===== src/rtl/ijmp_pkg.sv =====
package ijmp_pkg;

  typedef enum logic [2:0] {
    ST_IDLE, ST_OPC, ST_OPLO, ST_OPHI, ST_OPREP, ST_TGTLO, ST_TGTHI
  } seqState_t;

  typedef enum logic [2:0] {
    SEL_ZERO, SEL_BASE, SEL_BASE1, SEL_BASE2, SEL_PTR, SEL_PTR1
  } addrSel_t;

  typedef struct packed {
    addrSel_t selAddr;
    logic     loadBase;
    logic     capLo;
    logic     capHi;
    logic     capTgt;
    logic     loadPc;
  } seqCtrl_t;

endpackage


===== src/rtl/ijmp_ctrl.sv =====
module ijmp_ctrl
  import ijmp_pkg::*;
(
  input  logic     clk,
  input  logic     rst,
  input  logic     startStb,
  output seqCtrl_t ctrl,
  output logic     rdStb
);

  seqState_t state;

  always_ff @(posedge clk) begin
    if (rst) begin
      state <= ST_IDLE;
    end else begin
      unique case (state)
        ST_IDLE:  if (startStb) state <= ST_OPC;
        ST_OPC:   state <= ST_OPLO;
        ST_OPLO:  state <= ST_OPHI;
        ST_OPHI:  state <= ST_OPREP;
        ST_OPREP: state <= ST_TGTLO;
        ST_TGTLO: state <= ST_TGTHI;
        default:  state <= ST_IDLE;
      endcase
    end
  end

  always_comb begin
    ctrl = '{selAddr: SEL_ZERO, loadBase: 1'b0, capLo: 1'b0,
             capHi: 1'b0, capTgt: 1'b0, loadPc: 1'b0};
    rdStb = (state != ST_IDLE);
    unique case (state)
      ST_IDLE:  ctrl.loadBase = startStb;
      ST_OPC:   ctrl.selAddr = SEL_BASE;
      ST_OPLO:  begin ctrl.selAddr = SEL_BASE1; ctrl.capLo = 1'b1; end
      ST_OPHI:  begin ctrl.selAddr = SEL_BASE2; ctrl.capHi = 1'b1; end
      ST_OPREP: ctrl.selAddr = SEL_BASE2;
      ST_TGTLO: begin ctrl.selAddr = SEL_PTR; ctrl.capTgt = 1'b1; end
      default:  begin ctrl.selAddr = SEL_PTR1; ctrl.loadPc = 1'b1; end
    endcase
  end

  // once busy, the sequence never jumps back to its first cycle
  assert_busy_no_restart_R9: assert property (@(posedge clk) disable iff (rst)
    (state != ST_IDLE) |=> (state != ST_OPC));

  // the last bus cycle is always followed by an idle bus
  assert_six_then_idle_R1: assert property (@(posedge clk) disable iff (rst)
    ctrl.loadPc |=> !rdStb);

endmodule


===== src/rtl/ijmp_datapath.sv =====
module ijmp_datapath
  import ijmp_pkg::*;
#(
  parameter int DATA_W = 8
) (
  input  logic                clk,
  input  logic                rst,
  input  seqCtrl_t            ctrl,
  input  logic [2*DATA_W-1:0] pcIn,
  input  logic [DATA_W-1:0]   rdData,
  output logic [2*DATA_W-1:0] addrOut,
  output logic                donePulse,
  output logic [2*DATA_W-1:0] pcOut
);

  localparam int ADDR_W = 2 * DATA_W;

  logic [ADDR_W-1:0] pcBase;
  logic [DATA_W-1:0] ptrLo;   // input latch, low half
  logic [DATA_W-1:0] ptrHi;   // input latch, high half
  logic [DATA_W-1:0] tgtLo;
  logic [ADDR_W-1:0] ptrFull;

  assign ptrFull = {ptrHi, ptrLo};

  always_ff @(posedge clk) begin
    if (rst) begin
      pcBase    <= '0;
      ptrLo     <= '0;
      ptrHi     <= '0;
      tgtLo     <= '0;
      pcOut     <= '0;
      donePulse <= 1'b0;
    end else begin
      if (ctrl.loadBase) pcBase <= pcIn;
      if (ctrl.capLo)    ptrLo  <= rdData;
      if (ctrl.capHi)    ptrHi  <= rdData;
      if (ctrl.capTgt)   tgtLo  <= rdData;
      if (ctrl.loadPc)   pcOut  <= {rdData, tgtLo};
      donePulse <= ctrl.loadPc;
    end
  end

  always_comb begin
    unique case (ctrl.selAddr)
      SEL_BASE:  addrOut = pcBase;
      SEL_BASE1: addrOut = pcBase + ADDR_W'(1);
      SEL_BASE2: addrOut = pcBase + ADDR_W'(2);
      SEL_PTR:   addrOut = ptrFull;
      SEL_PTR1:  addrOut = ptrFull + ADDR_W'(1);
      default:   addrOut = '0;
    endcase
  end

  // the high-byte capture leaves the low half untouched
  assert_ptr_lo_kept_R6: assert property (@(posedge clk) disable iff (rst)
    ctrl.capHi |=> $stable(ptrLo));

  // the second target address is the first plus one, full carry
  assert_ptr_carry_R7: assert property (@(posedge clk) disable iff (rst)
    (ctrl.selAddr == SEL_PTR) |=> (addrOut == $past(addrOut) + ADDR_W'(1)));

  // done is a single-cycle pulse
  assert_done_single_R8: assert property (@(posedge clk) disable iff (rst)
    donePulse |=> !donePulse);

  // done carries the assembled target
  assert_done_target_R8: assert property (@(posedge clk) disable iff (rst)
    ctrl.loadPc |=> (donePulse && pcOut == {$past(rdData), $past(tgtLo)}));

endmodule


===== src/rtl/ijmp_seq.sv =====
module ijmp_seq
  import ijmp_pkg::*;
#(
  parameter int DATA_W = 8
) (
  input  logic                clk,
  input  logic                rst,
  input  logic                startStb,
  input  logic [2*DATA_W-1:0] pcIn,
  input  logic [DATA_W-1:0]   rdData,
  output logic [2*DATA_W-1:0] addrOut,
  output logic                rdStb,
  output logic                donePulse,
  output logic [2*DATA_W-1:0] pcOut
);

  seqCtrl_t ctrl;

  ijmp_ctrl uCtrl (
    .clk      (clk),
    .rst      (rst),
    .startStb (startStb),
    .ctrl     (ctrl),
    .rdStb    (rdStb)
  );

  ijmp_datapath #(.DATA_W(DATA_W)) uPath (
    .clk       (clk),
    .rst       (rst),
    .ctrl      (ctrl),
    .pcIn      (pcIn),
    .rdData    (rdData),
    .addrOut   (addrOut),
    .donePulse (donePulse),
    .pcOut     (pcOut)
  );

  // the address bus rests at zero whenever no read is in progress
  assert_idle_bus_R10: assert property (@(posedge clk) disable iff (rst)
    !rdStb |-> (addrOut == '0));

endmodule


===== config.mk =====
export PLATFORM = sky130hd
export DESIGN_NAME = ijmp_seq
export DESIGN_NICKNAME = d
export VERILOG_FILES = /design/src/rtl/ijmp_pkg.sv /design/src/rtl/ijmp_ctrl.sv /design/src/rtl/ijmp_datapath.sv /design/src/rtl/ijmp_seq.sv
export SDC_FILE = /design/constraint.sdc
export NUM_CORES = 1
export LEC_CHECK = 0
export BUFFER_PORTS_ARGS = -buffer_cell sky130_fd_sc_hd__buf_2
export CAP_MARGIN = 30
export CORE_MARGIN = 2
export CORE_UTILIZATION = 40
export CTS_CLUSTER_SIZE = 25
export DETAILED_ROUTE_END_ITERATION = 7
export PLACE_DENSITY = 0.58
export REMOVE_ABC_BUFFERS = 1
export SLEW_MARGIN = 20
export SYNTH_ARGS = -nofsm -noshare
export SYNTH_HDL_FRONTEND = slang
export SYNTH_SLANG_ARGS = --single-unit

===== constraint.sdc =====
create_clock -name clk -period 4.1 [get_ports clk]
set_input_delay 1.23 -clock clk [delete_from_list [all_inputs] [get_ports clk]]
set_output_delay 1.23 -clock clk [all_outputs]
set_load 0.02 [all_outputs]

==> flow_summary.json <==
{
  "status": "completed",
  "cts_root_buf": "clkbuf_8",
  "cts_max_path_buffers": 2,
  "grt_pass1_wl_mm": 17.4,
  "drt-vias-per-instance": 5.58,
  "p_sw_share_pct": 30.8,
  "switchingPower_uw": 420,
  "synth_edf_count": 0,
  "vias": 3725,
  "hold_viol_final": 0,
  "ys_warn_count": 0,
  "clkLatencyLatePin_ps": 340,
  "p_total_uw": 1370,
  "clk_pin_slew_ps": 70,
  "holdCritPathClass": "flip-flop to flip-flop",
  "fin_crit_sh_pct": 92.7,
  "drc": 0,
  "clockPowerShare_pct": 37.3,
  "drv_slew": 0,
  "instances_no_fill": 668,
  "max_freq_ghz": 0.263,
  "rows": 34,
  "fin_nets": 585,
  "min_to": "uPath.pcOut[5]",
  "p_int_uw": 947,
  "syn_inst": 519,
  "synth_area_leaders": "dfxtp_1 (34%), nand2_1 (17%), a21oi_1 (8.5%), clkbuf_1 (3.6%), mux2i_1 (3.1%)",
  "post_cts_buffers": 0,
  "ys_ff_latch": 60,
  "r2r-end": "uPath.ptrHi[6]",
  "clock_sinks": 60,
  "reg2reg_depth": 5,
  "synth.most_common_cell": "nand2_1",
  "io_pins": 61,
  "numCtsBuffers": 9,
  "cp-end-kind": "output port",
  "final.min_clock_period_ps": 3800,
  "p_leak_uw": 0.00151,
  "power.density_mw_per_mm2": 333,
  "r2r-start": "uCtrl.state[0]",
  "min_from": "uPath.pcOut[5]",
  "crit_fanout": 7,
  "grt-ovfl-total": 0,
  "pwr-share-comb_pct": 15.7,
  "synthFlopType": "dfxtp_1",
  "synth_top_area_cell": "dfxtp_1",
  "postCtsResizedCells": 0,
  "die_x_microns": 98.6,
  "yosysSeqAreaShare_pct": 33.6,
  "grt_usage_pct": 21.9,
  "syn_area_per_cell_sq_um": 6.89,
  "dp.final_hpwl_mm": 7.37,
  "hold_path_depth": 2,
  "relSlewSlack_pct": 47.2,
  "fillerInstances": 924,
  "rsz0062_at_grt": "no",
  "cp_data_required_time_ps": 2870,
  "ys_types": 53,
  "vdd_ir_drop_max_mv": 0.143,
  "diodes": 0,
  "worstMarginPinSlew_ps": 790,
  "fin_skew_ps": 8.64,
  "critPathKind": "flip-flop to output port",
  "start_util_pct": 41.2,
  "dpl.cell_count": 653,
  "io_buffer_count": 60,
  "dr.pass1.iters": 5,
  "antenna_found_initial": 0,
  "holdBufCountCts": 0,
  "finalWeightedCongestion": 0.870,
  "drive_above_1_share_pct": 17.3,
  "wl_mm": 10.3,
  "netlist_area_sq_mm": 0.00358,
  "postSynth.asyncResetShare_pct": 0,
  "cp.arrival_ps": 2570,
  "syn2layout_area_growth_pct": 14.6,
  "pwr-share-seq_pct": 47.0,
  "yosysTopAreaCellShare_pct": 33.6,
  "rrSetupSlack_ps": 2250,
  "ant_nets": 0,
  "cp-start-kind": "flip-flop",
  "grt_max_degree": 44,
  "die_h_microns": 98.6,
  "wl_per_cell_microns": 15.5,
  "setup_viol_count_final": 0,
  "synthTopCellsByCount": "nand2_1 (166), a21oi_1 (61), dfxtp_1 (60)",
  "core-area_sq_mm": 0.00868,
  "cts_max_level": 3,
  "fp.dieArea_sq_mm": 0.00972,
  "cap_violations": 0,
  "fin_util_pct": 47.2,
  "first_iter_violations": 279,
  "cts_tree": "built",
  "grt_pass1_vias": 3414
}
-- final cells by class --
class                      count  area (sq um)  area share [%]
multi-input combinational    408          2150            52.5
tap                          108           135            3.30
sequential                    60          1200            29.3
clock buffer                  12           165            4.03
clock inverter                 3          21.3           0.519
timing repair buffer          73           410            10.0
inverter                       4          15.0           0.366
-- cells in the final DEF (no fill, tap or decap), types with 3 or more instances in the layout --
cell        n
nand3_1    22
a22oi_1     3
clkbuf_8   12
o21ai_0     8
xnor2_1     9
a211o_1     3
buf_4      12
buf_2      60
mux2i_1    10
and3_1      4
o211ai_1    5
nor3_1     12
nand2b_1    4
nand4_1    11
nor2_1     18
a31oi_1    14
o221ai_1    4
dfxtp_1    60
inv_1       4
a21oi_1    61
xor2_1      4
nand2_1   166
and2_1      4
a311o_1     3
o21ai_1     7
-- sequential cells by signal, summed over array words and instances (netlist names) --
| signal | cells |
|---|---|
| uPath.ptrHi | 8 |
| uCtrl.state | 3 |
| uPath.ptrLo | 8 |
| uPath.pcOut | 16 |
| uPath.tgtLo | 8 |
| uPath.pcBase | 16 |
| uPath.donePulse | 1 |
-- routing by layer --
layer / global-route usage, % / share of wire [%] / vias up
li1: - / - / 1871
met1: 30.2 / 47 / 1748
met2: 34.3 / 47 / 93
met3: 4.18 / 4.3 / 13
met4: 8.01 / 1.6 / 0
met5: 0 / 0 / -
-- worst max-delay path, cell delays in order, from the launching register on --
cell and delay, ps:
dfxtp_1 380, nand2_1 160, o21ai_0 210, ha_1 250, nand4_1 170, mux2i_2 250
and3_1 250, nand2_1 90, xor2_1 140, o211ai_1 150, buf_2 190
-- power by group through the flow --
stage	Clock [uW]	Combinational [uW]	Sequential [uW]
5_1_grt	548	241	647
2_1_floorplan	0	122	653
3_5_place_dp	0	215	655
3_3_place_gp	0	211	655
6_report	510	214	643
4_1_cts	522	216	642
-- cells by family after synthesis --
logic type               share of synthesized area [%]
buffers and inverters                             6.37
multiplexers                                      4.09
XOR/XNOR                                          3.18
AO/OA/AOI/OAI                                     21.4
adder cells (fa/ha/maj)                          0.699
flip-flops                                        33.6
AND/OR/NAND/NOR                                   30.7
-- how the worst max path moves through the flow --
stage	slack, ps	cells after the start	to	from
floorplan	-260	9	addrOut[12]	uCtrl.state[2]
global placement	730	10	addrOut[12]	uCtrl.state[1]
detailed placement	650	10	addrOut[12]	uCtrl.state[1]
CTS	260	10	addrOut[12]	uCtrl.state[1]
global route	40	10	addrOut[12]	uCtrl.state[1]
finish	300	10	addrOut[12]	uCtrl.state[1]
-- metrics by stage --
step           instance area [sq um]  TNS (ps)  setup slack [ps]  hold WS [ps]
2_1_floorplan                   3360      -504              -259           426
3_3_place_gp                    3890         0               732           439
3_5_place_dp                    3910         0               651           445
4_1_cts                         4100         0               258           455
5_1_grt                         4100         0              43.3           464
6_report                        4100         0               299           452
(Power assumes the default switching activity.)
